[src/rtl/pll_seq_pkg.sv]
package pll_seq_pkg;

  typedef enum logic [2:0] {
    ST_IDLE,
    ST_BYP,
    ST_RST,
    ST_PROG,
    ST_RNG,
    ST_RWAIT,
    ST_POLL,
    ST_FIN
  } seq_state_t;

endpackage

[src/rtl/pll_lock_sync.sv]
module pll_lock_sync #(
  parameter int STAGES = 2
) (
  input  logic clk,
  input  logic rst,
  input  logic d,
  output logic q
);
  logic [STAGES-1:0] sh;

  generate
    if (STAGES == 1) begin : g_one
      always_ff @(posedge clk) begin
        if (rst) sh <= '0;
        else     sh <= d;
      end
    end else begin : g_many
      always_ff @(posedge clk) begin
        if (rst) sh <= '0;
        else     sh <= {sh[STAGES-2:0], d};
      end
    end
  endgenerate

  assign q = sh[STAGES-1];
endmodule

[src/rtl/pll_field_enc.sv]
module pll_field_enc #(
  parameter int REF_W   = 6,
  parameter int FBI_W   = 9,
  parameter int PDIV_W  = 5
) (
  input  logic [REF_W:0]    ref_div,
  input  logic [FBI_W:0]    fb_int,
  input  logic [PDIV_W+1:0] post_div,
  output logic [REF_W-1:0]  ref_f,
  output logic [FBI_W-1:0]  fbi_f,
  output logic [PDIV_W-1:0] pdiv_f
);
  logic [REF_W:0]    ref_m1;
  logic [FBI_W:0]    fbi_m1;
  logic [PDIV_W+1:0] half_m1;

  always_comb begin
    ref_m1  = ref_div - 1'b1;
    fbi_m1  = fb_int - 1'b1;
    half_m1 = (post_div >> 1) - 1'b1;
    ref_f   = ref_m1[REF_W-1:0];
    fbi_f   = fbi_m1[FBI_W-1:0];
    pdiv_f  = half_m1[PDIV_W-1:0];
  end
endmodule

[src/rtl/pll_seq_timer.sv]
module pll_seq_timer #(
  parameter int W = 8
) (
  input  logic         clk,
  input  logic         rst,
  input  logic         load,
  input  logic [W-1:0] load_val,
  input  logic         dec,
  output logic         zero
);
  logic [W-1:0] cnt;

  always_ff @(posedge clk) begin
    if (rst)       cnt <= '0;
    else if (load) cnt <= load_val;
    else if (dec)  cnt <= cnt - 1'b1;
  end

  assign zero = (cnt == '0);

  // the controller never counts below zero
  assert_no_underflow_R4: assert property (@(posedge clk) disable iff (rst)
    (dec && !load) |-> cnt != '0);
endmodule

[src/rtl/pll_reprog_seq.sv]
module pll_reprog_seq
  import pll_seq_pkg::*;
#(
  parameter int CLKS_PER_US = 100,
  parameter int LOCK_POLLS  = 120,
  parameter int SYNC_STAGES = 2,
  parameter int RATE_W      = 12,
  parameter int MIN_RATE    = 20,
  parameter int MAX_RATE    = 1600,
  parameter int REF_W       = 6,
  parameter int FBI_W       = 9,
  parameter int FRAC_W      = 24,
  parameter int PDIV_W      = 5,
  parameter int RANGE_W     = 3,
  parameter int RST_US_W    = 8
) (
  input  logic                clk,
  input  logic                rst,
  input  logic                start,
  input  logic [RATE_W-1:0]   req_rate,
  input  logic [REF_W:0]      ref_div,
  input  logic [FBI_W:0]      fb_int,
  input  logic [FRAC_W-1:0]   fb_frac,
  input  logic [PDIV_W+1:0]   post_div,
  input  logic [RANGE_W-1:0]  range_code,
  input  logic [RST_US_W-1:0] rst_us,
  input  logic                pll_lock,
  output logic                pll_bypass,
  output logic                pll_reset,
  output logic [REF_W-1:0]    pll_ref_f,
  output logic [FBI_W-1:0]    pll_fbi_f,
  output logic [FRAC_W-1:0]   pll_frac_f,
  output logic [PDIV_W-1:0]   pll_pdiv_f,
  output logic [RANGE_W-1:0]  pll_range,
  output logic                hold_dn_clk,
  output logic                busy,
  output logic                done,
  output logic                lock_timeout,
  output logic                rejected
);
  localparam int CW = $clog2((2 ** RST_US_W) * CLKS_PER_US + 1);
  localparam int PW = $clog2(LOCK_POLLS + 1);
  localparam logic [PW-1:0] LAST_POLL = PW'(LOCK_POLLS - 1);
  localparam logic [CW-1:0] US_M1     = CW'(CLKS_PER_US - 1);

  seq_state_t state;

  logic [REF_W-1:0]    enc_ref, q_ref;
  logic [FBI_W-1:0]    enc_fbi, q_fbi;
  logic [PDIV_W-1:0]   enc_pdiv, q_pdiv;
  logic [FRAC_W-1:0]   q_frac;
  logic [RANGE_W-1:0]  q_rng;
  logic [RST_US_W-1:0] q_rus;
  logic [PW-1:0]       polls;
  logic                lock_s, rate_ok;
  logic                tmr_load, tmr_dec, tmr_zero;
  logic [CW-1:0]       tmr_val, wait_m1;
  logic [RST_US_W-1:0] rus_eff;

  pll_lock_sync #(.STAGES(SYNC_STAGES)) u_sync (
    .clk(clk), .rst(rst), .d(pll_lock), .q(lock_s)
  );

  pll_field_enc #(.REF_W(REF_W), .FBI_W(FBI_W), .PDIV_W(PDIV_W)) u_enc (
    .ref_div(ref_div), .fb_int(fb_int), .post_div(post_div),
    .ref_f(enc_ref), .fbi_f(enc_fbi), .pdiv_f(enc_pdiv)
  );

  pll_seq_timer #(.W(CW)) u_tmr (
    .clk(clk), .rst(rst), .load(tmr_load), .load_val(tmr_val),
    .dec(tmr_dec), .zero(tmr_zero)
  );

  always_comb begin
    rate_ok = (req_rate >= RATE_W'(MIN_RATE)) && (req_rate <= RATE_W'(MAX_RATE));
    rus_eff = (q_rus == '0) ? RST_US_W'(1) : q_rus;
    wait_m1 = CW'(rus_eff) * CW'(CLKS_PER_US) - CW'(1);
  end

  // timer control: one load per phase, decrement otherwise
  always_comb begin
    tmr_load = 1'b0;
    tmr_dec  = 1'b0;
    tmr_val  = US_M1;
    case (state)
      ST_RNG: begin
        tmr_load = 1'b1;
        tmr_val  = wait_m1;
      end
      ST_RWAIT, ST_POLL: begin
        if (tmr_zero) tmr_load = 1'b1;
        else          tmr_dec  = 1'b1;
      end
      default: ;
    endcase
  end

  always_ff @(posedge clk) begin
    if (rst) begin
      state        <= ST_IDLE;
      pll_bypass   <= 1'b0;
      pll_reset    <= 1'b0;
      pll_ref_f    <= '0;
      pll_fbi_f    <= '0;
      pll_frac_f   <= '0;
      pll_pdiv_f   <= '0;
      pll_range    <= '0;
      hold_dn_clk  <= 1'b0;
      busy         <= 1'b0;
      done         <= 1'b0;
      lock_timeout <= 1'b0;
      rejected     <= 1'b0;
      polls        <= '0;
      q_ref        <= '0;
      q_fbi        <= '0;
      q_frac       <= '0;
      q_pdiv       <= '0;
      q_rng        <= '0;
      q_rus        <= '0;
    end else begin
      done     <= 1'b0;
      rejected <= 1'b0;
      case (state)
        ST_IDLE: begin
          if (start) begin
            if (rate_ok) begin
              hold_dn_clk  <= 1'b1;
              busy         <= 1'b1;
              lock_timeout <= 1'b0;
              q_ref        <= enc_ref;
              q_fbi        <= enc_fbi;
              q_frac       <= fb_frac;
              q_pdiv       <= enc_pdiv;
              q_rng        <= range_code;
              q_rus        <= rst_us;
              state        <= ST_BYP;
            end else begin
              rejected <= 1'b1;
            end
          end
        end
        ST_BYP: begin
          pll_bypass <= 1'b1;
          state      <= ST_RST;
        end
        ST_RST: begin
          pll_reset <= 1'b1;
          state     <= ST_PROG;
        end
        ST_PROG: begin
          pll_ref_f  <= q_ref;
          pll_fbi_f  <= q_fbi;
          pll_frac_f <= q_frac;
          pll_pdiv_f <= q_pdiv;
          state      <= ST_RNG;
        end
        ST_RNG: begin
          pll_range <= q_rng;
          state     <= ST_RWAIT;
        end
        ST_RWAIT: begin
          if (tmr_zero) begin
            pll_reset <= 1'b0;
            polls     <= '0;
            state     <= ST_POLL;
          end
        end
        ST_POLL: begin
          if (tmr_zero) begin
            if (lock_s) begin
              pll_bypass <= 1'b0;
              state      <= ST_FIN;
            end else if (polls == LAST_POLL) begin
              pll_bypass   <= 1'b0;
              lock_timeout <= 1'b1;
              state        <= ST_FIN;
            end else begin
              polls <= polls + 1'b1;
            end
          end
        end
        ST_FIN: begin
          hold_dn_clk <= 1'b0;
          busy        <= 1'b0;
          done        <= 1'b1;
          state       <= ST_IDLE;
        end
        default: state <= ST_IDLE;
      endcase
    end
  end

  // bypass and reset only rise inside a gated change, in order
  assert_bypass_gated_R1: assert property (@(posedge clk) disable iff (rst)
    $rose(pll_bypass) |-> hold_dn_clk);
  assert_reset_after_bypass_R1: assert property (@(posedge clk) disable iff (rst)
    $rose(pll_reset) |-> (pll_bypass && hold_dn_clk));

  // divider fields only move while the PLL is held in reset
  assert_fields_in_reset_R2: assert property (@(posedge clk) disable iff (rst)
    !$stable({pll_ref_f, pll_fbi_f, pll_frac_f, pll_pdiv_f}) |-> pll_reset);

  // range moves in reset, after the dividers have settled
  assert_range_after_div_R3: assert property (@(posedge clk) disable iff (rst)
    !$stable(pll_range) |-> (pll_reset && $stable({pll_ref_f, pll_fbi_f, pll_frac_f, pll_pdiv_f})));

  // reset is released while still bypassed
  assert_release_bypassed_R5: assert property (@(posedge clk) disable iff (rst)
    $fell(pll_reset) |-> pll_bypass);

  // poll count never runs past its bound
  assert_poll_bound_R6: assert property (@(posedge clk) disable iff (rst)
    polls <= LAST_POLL);

  // gate released only after bypass has already cleared
  assert_gate_after_bypass_R7: assert property (@(posedge clk) disable iff (rst)
    $fell(hold_dn_clk) |-> (!pll_bypass && !$past(pll_bypass)));
  assert_done_clean_R7: assert property (@(posedge clk) disable iff (rst)
    done |-> (!hold_dn_clk && !pll_bypass && !pll_reset && !busy));

  // a refused request leaves the PLL untouched
  assert_reject_idle_R8: assert property (@(posedge clk) disable iff (rst)
    rejected |-> (!busy && !hold_dn_clk && !pll_bypass));

  // no refusal is ever reported during a change
  assert_busy_no_reject_R9: assert property (@(posedge clk) disable iff (rst)
    busy |=> !rejected);
endmodule

[config.mk]
export PLATFORM = sky130hd
export DESIGN_NAME = pll_reprog_seq
export DESIGN_NICKNAME = d
export VERILOG_FILES = /design/src/rtl/pll_seq_pkg.sv /design/src/rtl/pll_lock_sync.sv /design/src/rtl/pll_field_enc.sv /design/src/rtl/pll_seq_timer.sv /design/src/rtl/pll_reprog_seq.sv
export SDC_FILE = /design/constraint.sdc
export NUM_CORES = 1
export LEC_CHECK = 0
export ABC_AREA = 1
export ABC_CLOCK_PERIOD_IN_PS = 4700
export BUFFER_PORTS_ARGS = -buffer_cell sky130_fd_sc_hd__buf_2
export CAP_MARGIN = 20
export CORE_MARGIN = 1
export CORE_UTILIZATION = 55
export CTS_CLUSTER_SIZE = 20
export DETAILED_ROUTE_END_ITERATION = 16
export PLACE_DENSITY = 0.79
export RECOVER_POWER = 100
export SYNTH_ARGS = -nofsm -noshare
export SYNTH_HDL_FRONTEND = slang
export SYNTH_HIERARCHICAL = 1
export SYNTH_SLANG_ARGS = --single-unit
[constraint.sdc]
create_clock -name clk -period 4.7 [get_ports clk]
set_input_delay 0.235 -clock clk [delete_from_list [all_inputs] [get_ports clk]]
set_output_delay 0.235 -clock clk [all_outputs]
set_load 0.05 [all_outputs]
==> summary.md <==
| Metric | Value |
|---|---|
| Postcts setup bufs | 0 |
| Final worst-path cycle share | a little over four fifths |
| Post-synth EDFFs | 0 |
| Setup slack after layout | ~710 ps |
| CP arrival | 4200 ps |
| Commonest non-fill, non-tap cell in the layout | nand2_1 |
| Final wirelength | 15.4 mm |
| Synth Warn # | 6 |
| Longest Clk Path Bufs | 2 |
| I/O pins | 129 |
| Setup TNS | 0 ps |
| RD Place Congestion | between 0.8 and 0.9 |
| Vias | between 6000 and 7000 |
| GRT Util Overall | between 20% and 30% |
| Initial Util | a little under three fifths |
| Root Driver | clkbuf_16 |
| Leakage | between 3 and 4 nW |
| Worst-Margin Slew | between 2000 and 3000 ps |
| Commonest cells after routing, fill and taps aside | 157 x nand2_1, 153 x inv_1, 135 x dfxtp_1 |
| First-pass GRT wire length | roughly 26 mm |
| Synth Area in XOR/XNOR | roughly 2% |
| DR pass1 iterations | 5 |
| Finished Cell Area | 8130 µm² |
| Routed length per instance | between 10 and 15 µm |
| Area growth syn-to-layout | 16.4% |
| Num CTS Buffers | 17 |
| Async set or reset register ratio after synthesis | 0% |
| Syn Area/Cell | about 7.2 µm² |
| Top post-synthesis cells by area | dfxtp_1 39%, a21oi_1 9.5%, nand2_1 8.3%, inv_1 8.0%, o21ai_0 7.3% |
| Post-Synth Adder-Cell Area | under 10% |
| Pin count of the biggest net entering global routing | a little under 80 |
| DRC viols | 0 |
| F_max | between 200 and 300 MHz |
| Via density per instance | 5.03 |
| Most used DFF post-synth | dfxtp_1 |
| TritonCTS clock tree | done |
| Largest area contributor in the netlist | dfxtp_1 |
| Worst Path Class, Setup | flip-flop to flip-flop |
| Rel. slew slack | -72.8% |
| CP startpoint kind | flip-flop |
| Maximum vdd ir drop | 0.359 mV |
| Ant. Diodes | 0 |
| Clk slew on worst S/H paths | 60 ps |
| Cell Area, Synth | 6980 µm² |
| Initial drt markers | roughly 400 |
| Cts repair resizes | 0 |
| Synth Area in Simple Gates | 20.1% |
| Setup violations, final | 0 |
| Largest family of logic cells by synthesized area | compound AO/OA/AOI/OAI gates |
| Fraction of layout cells with a size suffix above 1 | between 10% and 20% |
| Final #Nets | 1190 |
| RSZ-0062 raised after global routing | false |
| Synth Instances | 967 |
| Top cell type's share of synthesized area | roughly 39% |
| CP endpoint kind | flip-flop |
| Multiplexer area fraction after synthesis | 0% |
| Max cap viols | 2 |
| Hold WC Path Type | primary input to flip-flop |
| Register bit total from synthesis | between 100 and 150 |
| Routed Antenna Nets | 0 |
| Clock sinks | roughly 140 |
| H-tree depth | 4 |
| Period minus WS final | between 3000 and 4000 ps |
| PwrDens | 569 nW/µm² |
| Antenna violations before repair | 0 |
| Skew final | about 8.4 ps |
| Outcome | complete, but fails checks |
| Worst slack, placed | between 700 and 800 ps |
| Critical Path RT | about 4900 ps |
| Total gr overflow | 0 |
| # port buffers | about 120 |
| DIE AREA | approximately 13000 µm² |
| Die Y | 115 µm |
| Final HPWL DP | 10.6 mm |
| Hold Buf Count CTS | 0 |
| Netlist cell types | 36 |
| Die Wd | roughly 110 µm |
| Final Hold Vio Count | 0 |
| Clk_lat worst skew | 420 ps |
| Crit-path max FO | 78 |
| Failing checks | max-capacitance violations, max-slew violations |
| Hold slack | roughly 28 ps |
| Synth Area in Compound Gates | about a fifth |
| Vias in the first global route | ~5900 |
| Post-placement cell area | 7630 µm² |
| Register area share after synthesis | just under 40% |
| Core ar. | 12200 µm² |
| Design Power | ~4.6 mW |
| Row count | 40 |
| Max-slew violations | around 150 |
[worst max-delay path, stage by stage (launching register included)]
cell and delay [ps]:
dfxtp_1 390, nor2_4 190, nand2_1 120, nor2_1 140
nand3_1 1720, buf_4 900, o21ai_0 220, a21oi_1 60
[report_power, final]
group          switching [mW]  internal [mW]
Sequential              0.125           1.36
Combinational            1.26          0.485
Clock                   0.525          0.870
Total                    1.91           2.72
[through the flow]
stage | utilization (%) | cells
3_3_place_gp | 62.5 | 1225
4_1_cts | 67.6 | 1256
5_1_grt | 66.5 | 1256
6_report | 66.5 | 1256
3_5_place_dp | 62.5 | 1225
2_1_floorplan | - | 968
[worst paths after layout]
kind,end,slack (ps),start,depth (start not counted)
max,q_rng[1],710,state[0],7
min,u_sync/sh[0],30,pll_lock,3
max reg2reg,q_rng[1],710,state[0],7
min reg2reg,u_sync/sh[1],400,u_sync/sh[0],2
[routing by layer]
metal | routed length, µm | vias up | global-route usage (%)
met4 | 374 | 0 | 9.61
li1 | - | 3342 | -
met2 | 7290 | 136 | 43.8
met1 | 6740 | 2801 | 28.4
met3 | 956 | 33 | 8.89
met5 | 0 | - | 0
[flip-flops by register name, indices dropped and copies added, names as in the netlist, 2 cells and up]
signal	flops
pll_fbi_f	9
pll_frac_f	24
pll_pdiv_f	5
pll_range	3
pll_ref_f	6
polls	7
q_fbi	9
q_frac	24
q_pdiv	5
q_ref	6
q_rng	3
q_rus	8
state	3
u_sync/sh	2
u_tmr/cnt	15
[cell families (layout without fill, tap and decap cells)]
logic type,Yosys count,count (layout)
fa+ha+maj,39,39
buf+inv,195,315
compound gates,271,271
simple gates,310,310
flops,135,135
xor+xnor,16,16
other cells,1,2
[cell usage after synthesis, types with 3 or more instances]
cell type  number
nor2_4          5
nand2_1       154
buf_6           8
buf_2           9
nor2_2         10
nand3_1        37
ha_1           36
inv_2           6
o21ai_1        18
a31oi_1         3
o21ai_0       102
nor3_1         11
inv_1         149
fa_1            3
a21oi_1       132
nand3_2         3
nor2_1         70
xor2_1         13
xnor2_1         3
dfxtp_1       135
clkbuf_1       21
a22oi_1        10
nand2_2         6
nand4_1         8
[cell type report]
| class | count | area (µm²) |
|---|---|---|
| multi-input cells | 638 | 3430 |
| repair buffers | 128 | 578 |
| well taps | 168 | 210 |
| fillers | 1121 | 4090 |
| flip-flops and latches | 135 | 2700 |
| clock buffers | 19 | 453 |
| inverters | 156 | 586 |
| clock inverters | 12 | 165 |
(Power assumes the default switching activity.)
